--- src/rtl/osr_rx_pkg.sv ---
package osr_rx_pkg;
    typedef enum logic [1:0] {
        ST_ARM  = 2'd0,
        ST_HUNT = 2'd1,
        ST_BITS = 2'd2
    } rx_state_e;

    localparam int PHASE_W = 4;
    localparam int BYTE_W  = 8;
endpackage

--- src/rtl/osr_rx_vote.sv ---
module osr_rx_vote #(
    parameter int CNT_W = 4,
    parameter int MID   = 8
) (
    input  logic clk,
    input  logic rst_n,
    input  logic tick,
    input  logic restart,
    input  logic active,
    input  logic line,
    output logic decide_o,
    output logic bit_o
);
    localparam logic [CNT_W-1:0] PH_A = CNT_W'(MID - 1);
    localparam logic [CNT_W-1:0] PH_B = CNT_W'(MID);
    localparam logic [CNT_W-1:0] PH_C = CNT_W'(MID + 1);

    logic [CNT_W-1:0] phase;
    logic             samp_a, samp_b;
    logic             step;

    assign step = active && tick;

    always_ff @(posedge clk or negedge rst_n) begin
        if (!rst_n) begin
            phase  <= '0;
            samp_a <= 1'b1;
            samp_b <= 1'b1;
        end else begin
            if (restart)
                phase <= CNT_W'(1);
            else if (step)
                phase <= phase + CNT_W'(1);
            if (step && phase == PH_A)
                samp_a <= line;
            if (step && phase == PH_B)
                samp_b <= line;
        end
    end

    assign decide_o = step && (phase == PH_C);
    assign bit_o    = (samp_a & samp_b) | (samp_a & line) | (samp_b & line);

    AST_DECIDE_NEEDS_ACTIVE: assert property (@(posedge clk) disable iff (!rst_n)
        decide_o |-> $past(active));
endmodule

--- src/rtl/osr_rx_shift.sv ---
module osr_rx_shift #(
    parameter int DATA_W = 8
) (
    input  logic              clk,
    input  logic              rst_n,
    input  logic              preload,
    input  logic              shift_en,
    input  logic              din,
    input  logic              fmt11,
    output logic              last_o,
    output logic              fresh_o,
    output logic [DATA_W-1:0] data_o,
    output logic              nine_o
);
    localparam int SR_W = DATA_W + 2;

    logic [SR_W-1:0] sr;

    always_ff @(posedge clk or negedge rst_n) begin
        if (!rst_n)
            sr <= '1;
        else if (preload)
            sr <= '1;
        else if (shift_en)
            sr <= {sr[SR_W-2:0], din};
    end

    assign last_o  = fmt11 ? ~sr[DATA_W+1] : ~sr[DATA_W];
    assign fresh_o = &sr;
    assign nine_o  = fmt11 ? sr[0] : din;

    for (genvar gi = 0; gi < DATA_W; gi++) begin : g_unpack
        assign data_o[gi] = fmt11 ? sr[DATA_W-gi] : sr[DATA_W-1-gi];
    end
endmodule

--- src/rtl/osr_frame_rx.sv ---
module osr_frame_rx
    import osr_rx_pkg::*;
(
    input  logic              clk,
    input  logic              rst_n,
    input  logic              rx_line,
    input  logic              tick16,
    input  logic              fmt11,
    input  logic              rx_en,
    input  logic              addr_filt,
    input  logic              flag_clr,
    output logic [BYTE_W-1:0] rx_data,
    output logic              rx_bit9,
    output logic              rx_done
);
    rx_state_e   state, state_nx;
    logic        edge_det, decide, voted;
    logic        last, fresh, nine, load, false_start;
    logic [BYTE_W-1:0] frame_byte;

    assign edge_det    = rx_en && (state == ST_HUNT) && tick16 && !rx_line;
    assign false_start = decide && fresh && voted;
    assign load        = rx_en && decide && !fresh && last && !rx_done
                         && (!addr_filt || nine);

    osr_rx_vote #(.CNT_W(PHASE_W), .MID(8)) u_vote (
        .clk      (clk),
        .rst_n    (rst_n),
        .tick     (tick16),
        .restart  (edge_det),
        .active   (rx_en && state == ST_BITS),
        .line     (rx_line),
        .decide_o (decide),
        .bit_o    (voted)
    );

    osr_rx_shift #(.DATA_W(BYTE_W)) u_shift (
        .clk      (clk),
        .rst_n    (rst_n),
        .preload  (edge_det),
        .shift_en (decide && !false_start),
        .din      (voted),
        .fmt11    (fmt11),
        .last_o   (last),
        .fresh_o  (fresh),
        .data_o   (frame_byte),
        .nine_o   (nine)
    );

    always_ff @(posedge clk or negedge rst_n) begin
        if (!rst_n)
            state <= ST_ARM;
        else
            state <= state_nx;
    end

    always_comb begin
        state_nx = state;
        if (!rx_en) begin
            state_nx = ST_ARM;
        end else begin
            unique case (state)
                ST_ARM:  if (tick16 && rx_line) state_nx = ST_HUNT;
                ST_HUNT: if (edge_det) state_nx = ST_BITS;
                ST_BITS: if (false_start || (decide && last && !fresh))
                             state_nx = ST_ARM;
                default: state_nx = ST_ARM;
            endcase
        end
    end

    always_ff @(posedge clk or negedge rst_n) begin
        if (!rst_n) begin
            rx_data <= '0;
            rx_bit9 <= 1'b0;
            rx_done <= 1'b0;
        end else begin
            if (load) begin
                rx_data <= frame_byte;
                rx_bit9 <= nine;
                rx_done <= 1'b1;
            end else if (flag_clr) begin
                rx_done <= 1'b0;
            end
        end
    end

    AST_DONE_FROM_BITS: assert property (@(posedge clk) disable iff (!rst_n)
        $rose(rx_done) |-> $past(state == ST_BITS && tick16));
    AST_FULL_HOLDS_DATA: assert property (@(posedge clk) disable iff (!rst_n)
        rx_done |=> $stable(rx_data) && $stable(rx_bit9));
    AST_FILTER_GATE: assert property (@(posedge clk) disable iff (!rst_n)
        $rose(rx_done) |-> (!$past(addr_filt) || rx_bit9));
    AST_CLEAR_WINS_WHEN_FULL: assert property (@(posedge clk) disable iff (!rst_n)
        (flag_clr && rx_done) |=> !rx_done);
    AST_DISABLED_ARMS: assert property (@(posedge clk) disable iff (!rst_n)
        !rx_en |=> state == ST_ARM);
endmodule

--- config.mk ---
export PLATFORM = sky130hd
export DESIGN_NAME = osr_frame_rx
export DESIGN_NICKNAME = d
export VERILOG_FILES = /design/src/rtl/osr_rx_pkg.sv /design/src/rtl/osr_rx_vote.sv /design/src/rtl/osr_rx_shift.sv /design/src/rtl/osr_frame_rx.sv
export SDC_FILE = /design/constraint.sdc
export NUM_CORES = 1
export LEC_CHECK = 0
export ABC_AREA = 0
export CAP_MARGIN = 5
export CELL_PAD_IN_SITES_DETAIL_PLACEMENT = 0
export CELL_PAD_IN_SITES_GLOBAL_PLACEMENT = 1
export CORE_AREA = 2 2 59 61
export CTS_CLUSTER_SIZE = 14
export DETAILED_ROUTE_END_ITERATION = 10
export DIE_AREA = 0 0 61 63
export GPL_TIMING_DRIVEN = 0
export PLACE_DENSITY_LB_ADDON = 0.1
export SLEW_MARGIN = 20
export SYNTH_ARGS = -nofsm -noshare
export SYNTH_HDL_FRONTEND = slang
export SYNTH_SLANG_ARGS = --single-unit
--- constraint.sdc ---
create_clock -name clk -period 5.59 [get_ports clk]
set_clock_uncertainty 0.15 [all_clocks]
set_input_delay 1.118 -clock clk [delete_from_list [all_inputs] [get_ports clk]]
set_output_delay 1.118 -clock clk [all_outputs]
set_load 0.03 [all_outputs]
==> metrics.md, run 1 <==
| Metric | Value |
|---|---|
| Overall routing resource usage | `roughly 14%` |
| Die Height | `between 60 and 70 um` |
| Total grt overflow | `0` |
| Least-Margin Pin Slew | `between 600 and 700 ps` |
| Clock power frac | `about a fifth` |
| Hold path depth | `1` |
| Initial antenna violation count | `0` |
| Worst EP required | `5670 ps` |
| Initial Util | `44.2%` |
| Internal reg-to-reg setup slack | `3480 ps` |
| CTS Sinks | `28` |
| Slew margin rel. | `58.4%` |
| Seq/Total Area, Yosys | `50.1%` |
| Initial drt markers | `20` |
| Final WL | `2460 um` |
| Final-stage net count | `144` |
| Total CTS buffers | `3` |
| P_leak | `about 0.75 nW` |
| Post-cts resize count | `0` |
| Max Slew Vio Count | `0` |
| TritonCTS clock tree | `done` |
| Worst setup SP type | `input pin` |
| TNS Setup | `0 ps` |
| Post-Syn Instances | `112` |
| Setup crit end kind | `flip-flop` |
| Core box area | `3230 um^2` |
| Pin count of the biggest net entering global routing | `29` |
| Port bufs | `16` |
| Ant. Diodes | `0` |
| # hold bufs at CTS | `0` |
| Worst hold margin | `354 ps` |
| Vias | `908` |
| Area after DPL | `1640 um^2` |
| WP data arrival | `3000 ps` |
| P_int | `about 0.00034 W` |
| Final worst slack | `2670 ps` |
| Seq cells post-synth | `28` |
| Via-to-Cell Ratio | `5.10` |
| Worst vdd ir | `0.000122 V` |
| FP Rows | `21` |
| Fraction of layout instances using a drive strength above 1 | `31.1%` |
| RD Place Congestion | `0.764` |
| Post-DP HPWL | `~1700 um` |
| Worst R2R Path Depth | `6` |
| Setup violators final | `0` |
| Critical path type | `input pin to flip-flop` |
| Area contributors post-synth | `dfrtp_1 28%, dfstp_2 22%, mux2_2 8.7%` |
| Fin crit period | `2920 ps` |
| Combinational share of power | `20.0%` |
| Antenna viol nets, final | `0` |
| DRC violations left | `0` |
| Vias in the first global route | `roughly 900` |
| Post-synth top area share | `between 20% and 30%` |
| Warnings, synthesis | `0` |
| PwrDens | `282 nW/um^2` |
| Wire per inst | `13.8 um` |
| Worst min path class | `flip-flop to flip-flop` |
| Critical Path Fanout Max | `10` |
| Die span in x | `61 um` |
| Async set-reset flop share out of synthesis | `100%` |
| TritonRoute pass-1 iters | `4` |
| P&R area growth vs syn | `17.4%` |
| Seq pwr share | `58.6%` |
| Area leader, netlist | `dfrtp_1` |
| Worst-Skew Late Latency | `330 ps` |
| Clock Pin Slew Worst Setup and Hold Paths | `160 ps` |
| Unique masters post-synth | `30` |
| Fmax | `~340 MHz` |
| Htree depth | `1` |
| Ports | `18` |
| Post-Syn Nets | `about 120` |
| Outcome | `completed` |
| Period utilization | `a little over half` |
| Setup WS pre-CTS | `2300 ps` |
| Avg Inst Size Synth | `roughly 13 um^2` |
| Sw Ratio | `29.1%` |
| CTS Root Cell | `clkbuf_4` |
| Die area | `just under 4000 um^2` |
| Max-cap violations | `0` |
| Fin util | `51.9%` |
| Unrepaired setup endpoints after global routing | `no` |
| Fillers | `307` |
| Final instance area | `1680 um^2` |
| Global-route wire length before repair | `roughly 4200 um` |
| Final hold violations | `0` |
| Top FF cell, synth | `dfrtp_1` |
| EDFF count, synth | `0` |
| Synth cell count leaders | `16 x dfrtp_1, 16 x nor2_1, 12 x dfstp_2, 12 x mux2i_1, 11 x mux2_2` |
| Clock Tree Buf Depth | `2` |
| Psw | `~0.00014 W` |
| Mapped Area | `approximately 1400 um^2` |
| Post-CTS setup buffer count | `0` |
## cells by family after synthesis
group	share of synthesized area, %
AOI/OAI and AO/OA	4.03
adders and majority gates	3.33
muxes	25.5
buffers and inverters	2.98
and+or+nand+nor	12.3
xor gates and xnor gates	1.84
DFF	50.1
## critical path, stage by stage
cell and delay (ps):
clkdlybuf4s50_1 500, and4b_1 190, buf_4 160, nand4b_4 130, a2111o_1 410, buf_6 170, mux2_4 300
## sequential cells by signal, summed over array words and instances (netlist names)
signal         count
state              2
rx_data            8
rx_bit9            1
u_vote.phase       4
u_vote.samp_a      1
u_shift.sr        10
u_vote.samp_b      1
rx_done            1
## power groups by stage
stage / sequential [W] / clock, W / combinational [W]
after floorplan: 0.000270 / 0 / 0.0000769
after global placement: 0.000280 / 0 / 0.0000946
after detailed placement: 0.000281 / 0 / 0.0000959
after CTS: 0.000278 / 0.000105 / 0.0000969
after global routing: 0.000284 / 0.000115 / 0.000108
final: 0.000277 / 0.000101 / 0.0000947
## final cells by class
cell class                 count  area (um^2)  share of cell area, %
inverter                       4         15.0                  0.895
buffer                         4         27.5                   1.64
timing repair buffer          16          155                   9.25
multi-input combinational     76          671                   40.0
clock buffer                   4         36.3                   2.16
tap                           46         57.6                   3.43
sequential                    28          716                   42.7
## path summary, 6_finish.rpt
| check | from | end |
|---|---|---|
| min in group asynchronous | rst_n | rx_data[6] |
| setup reg to reg | state[0] | rx_data[1] |
| setup / recovery | tick16 | rx_data[1] |
| max in group asynchronous | rst_n | u_vote.phase[2] |
| hold reg to reg | state[1] | state[0] |
| hold / removal | state[1] | state[0] |
## cells in the final DEF (no fill, tap or decap), types with 3 or more instances in the layout
| master | Yosys | final |
|---|---|---|
| nor2_1 | 16 | 16 |
| nand4_1 | 3 | 3 |
| dfstp_2 | 12 | 12 |
| mux2i_1 | 12 | 12 |
| ha_1 | 3 | 3 |
| dfrtp_1 | 16 | 16 |
| mux2_4 | 8 | 8 |
| mux2_2 | 11 | 11 |
| clkbuf_4 | 0 | 3 |
| clkdlybuf4s50_1 | 0 | 15 |
| inv_1 | 4 | 4 |
| nand4b_1 | 3 | 3 |
## per-stage QoR
step | instances | total power (W)
2_1_floorplan | 112 | 0.000347
3_3_place_gp | 174 | 0.000375
3_5_place_dp | 174 | 0.000377
4_1_cts | 178 | 0.000479
5_1_grt | 178 | 0.000507
6_report | 178 | 0.000473
## layer usage
metal  wire [um]  up-vias  GRT usage [%]
li1            -      445              -
met4          13        0           4.08
met5           0        -              0
met2        1210       12           23.4
met3          63        2           2.48
met1        1170      449           19.1
Note: power is estimated with default switching activity, not from simulation.
==> run 2, diff against run 1 <==
Settings changed: CORE_AREA 2 2 59 61 to 2 2 60 62, DIE_AREA 0 0 61 63 to 0 0 62 64.
Clock period 5.59 ns to 2.7 ns, I/O delays scaled along.
==> run 2 against run 1 <==
Effect of this change: critical path depth is the same; utilization fell by 0.34 points; clock-buffer cell count decreased by 1; non-clock buffer count unchanged; flip-flop and latch count unchanged; cell count is the same; die area up 3.3%; via count is 0.55% higher; worst setup slack worse by 2300 ps; critical endpoint is now rx_data[3]; largest power group unchanged; highest routed layer unchanged.
==> metrics.md, run 2 (synthesis results as in run 1) <==
| Metric | Value |
|---|---|
| Outcome | `completed (unchanged)` |
| Setup WS pre-CTS | `-25.8 ps (was 2300 ps)` |
| Largest regs | `u_shift.sr x10, rx_data x8, u_vote.phase x4 (unchanged)` |
| Clock power frac | `26.6% (was 21.4%)` |
| Ports | `18 (unchanged)` |
| Worst min path class | `input pin to asynchronous set/reset pin (was flip-flop to flip-flop)` |
| Htree depth | `1 (unchanged)` |
| CP startpoint | `tick16 (unchanged)` |
| Post-DP HPWL | `1880 um (was 1750 um)` |
| Fin util | `51.6% (was 51.9%)` |
| Pin count of the biggest net entering global routing | `29 (unchanged)` |
| CTS Root Cell | `clkbuf_4 (unchanged)` |
| FP Rows | `21 (unchanged)` |
| Period utilization | `86.9%` |
| Overall routing resource usage | `15.0% (was 14.3%)` |
| Final worst slack | `354 ps (was 2670 ps)` |
| Global-route wire length before repair | `4510 um (was 4180 um)` |
| R2r startpoint | `state[0] (unchanged)` |
| Antenna viol nets, final | `0 (unchanged)` |
| Most frequent cells in the layout | `16 x nor2_1, 16 x dfrtp_1, 15 x clkdlybuf4s50_1, 12 x mux2i_1, 12 x dfstp_2 (unchanged)` |
| Wire per inst | `14.0 um (was 13.8 um)` |
| Setup crit end kind | `flip-flop (unchanged)` |
| CTS Sinks | `28 (unchanged)` |
| Psw | `0.000293 W (was 0.000138 W)` |
| Post-CTS setup buffer count | `0 (unchanged)` |
| P_int | `0.000763 W (was 0.000335 W)` |
| PwrDens | `623 nW/um^2 (was 282 nW/um^2)` |
| Worst-Skew Late Latency | `340 ps (was 330 ps)` |
| Setup violators final | `0 (unchanged)` |
| Combinational share of power | `19.1% (was 20.0%)` |
| Power Total | `0.00106 W (was 0.000473 W)` |
| Clock Pin Slew Worst Setup and Hold Paths | `150 ps (was 160 ps)` |
| Ant. Diodes | `0 (unchanged)` |
| Biggest register | `u_shift.sr (unchanged)` |
| Max-cap violations | `0 (unchanged)` |
| Max Slew Vio Count | `0 (unchanged)` |
| Unrepaired setup endpoints after global routing | `no (unchanged)` |
| Port bufs | `16 (unchanged)` |
| Initial Util | `43.5% (was 44.2%)` |
| R2r endpoint | `rx_data[3] (was rx_data[1])` |
| Sw Ratio | `27.7% (was 29.1%)` |
| Post-cts resize count | `0 (unchanged)` |
| Worst R2R Path Depth | `6 (unchanged)` |
| # hold bufs at CTS | `0 (unchanged)` |
| Via-to-Cell Ratio | `5.13 (was 5.10)` |
| P&R area growth vs syn | `18.6% (was 17.4%)` |
| Die area | `3970 um^2 (was 3840 um^2)` |
| Final hold violations | `0 (unchanged)` |
| Worst EP required | `2800 ps (was 5670 ps)` |
| Vias | `913 (was 908)` |
| Die span in x | `62 um (was 61 um)` |
| TNS Setup | `0 ps (unchanged)` |
| WP data arrival | `2440 ps (was 3000 ps)` |
| Fmax | `426 MHz` |
| Slew margin rel. | `59.3% (was 58.4%)` |
| Critical path type | `input pin to flip-flop (unchanged)` |
| Reg area | `716 um^2 (unchanged)` |
| Core box area | `3280 um^2 (was 3230 um^2)` |
| Final WL | `2500 um (was 2460 um)` |
| Fin crit period | `~2300 ps` |
| Critical Path Fanout Max | `10 (unchanged)` |
| Seq pwr share | `54.3% (was 58.6%)` |
| Initial antenna violation count | `0 (unchanged)` |
| Internal reg-to-reg setup slack | `580 ps (was 3480 ps)` |
| Area of the multi-input gates | `671 um^2 (unchanged)` |
| Least-Margin Pin Slew | `611 ps (was 624 ps)` |
| Clock Tree Buf Depth | `2 (unchanged)` |
| Total CTS buffers | `3 (unchanged)` |
| Fraction of layout instances using a drive strength above 1 | `31.1% (unchanged)` |
| Die Height | `64 um (was 63 um)` |
| Final-stage net count | `144 (unchanged)` |
| Crit path capture | `rx_data[3] (was rx_data[1])` |
| RD Place Congestion | `0.762 (was 0.764)` |
| Total grt overflow | `0 (unchanged)` |
| Fillers | `295 (was 307)` |
| Worst vdd ir | `0.000280 V (was 0.000122 V)` |
| Initial drt markers | `21 (was 20)` |
| P_leak | `0.754 nW (was 0.747 nW)` |
| Vias in the first global route | `992 (was 911)` |
| TritonCTS clock tree | `done (unchanged)` |
| DRC violations left | `0 (unchanged)` |
| Max FFs per register | `10 (unchanged)` |
| Worst setup SP type | `input pin (unchanged)` |
| TritonRoute pass-1 iters | `3 (was 4)` |
run 2: changes by cell type in the layout (fill, tap and decap cells not counted), sizes merged:
cell and change:
bufinv +1, clkbuf -1
run 2: worst min-delay path by stage:
stage | end | slack (ps) | depth (start not counted)
after floorplan | rx_bit9 | 90 | 0
after global placement | rx_data[3] | 340 | 1
after detailed placement | rx_data[3] | 350 | 1
after CTS | rx_bit9 | 60 | 1
after global routing | rx_data[5] | 50 | 1
final | rx_bit9 | 30 | 1
run 2: metal layers:
metal | up-vias | wire, um | GRT usage (%)
li1 | 440 | - | -
met1 | 445 | 1160 | 19.3
met2 | 22 | 1170 | 24.1
met3 | 6 | 103 | 2.63
met4 | 0 | 58 | 6.12
met5 | - | 0 | 0
run 2: metrics by stage:
| stage | instance area [um^2] | hold slack (ps) | std cells |
|---|---|---|---|
| after floorplan | 1430 | 94.4 | 112 |
| after detailed placement | 1640 | 348 | 174 |
| after global routing | 1690 | 54.3 | 178 |
| after global placement | 1650 | 343 | 174 |
| after CTS | 1690 | 61.7 | 178 |
| final | 1690 | 33.0 | 178 |
run 2: final cells by class:
| class | instances | area share [%] |
|---|---|---|
| clock buffers | 3 | 1.33 |
| flip-flops and latches | 28 | 42.2 |
| repair buffers | 16 | 9.16 |
| multi-input cells | 76 | 39.6 |
| well taps | 46 | 3.40 |
| clock inverters | 1 | 1.77 |
| plain buffers | 4 | 1.62 |
| inverters | 4 | 0.886 |
run 2: worst max-delay path, stage by stage:
cell and delay [ps]:
clkdlybuf4s50_1 510, and4b_1 200, buf_4 160, nand4b_4 150
a2111o_1 420, buf_6 160, mux2_4 300
run 2: power by group through the flow:
stage / clock, W / sequential [W] / combinational, W
3_5_place_dp: 0 / 0.000580 / 0.000205
6_report: 0.000281 / 0.000573 / 0.000202
2_1_floorplan: 0 / 0.000558 / 0.000159
5_1_grt: 0.000312 / 0.000586 / 0.000232
3_3_place_gp: 0 / 0.000579 / 0.000198
4_1_cts: 0.000286 / 0.000573 / 0.000207
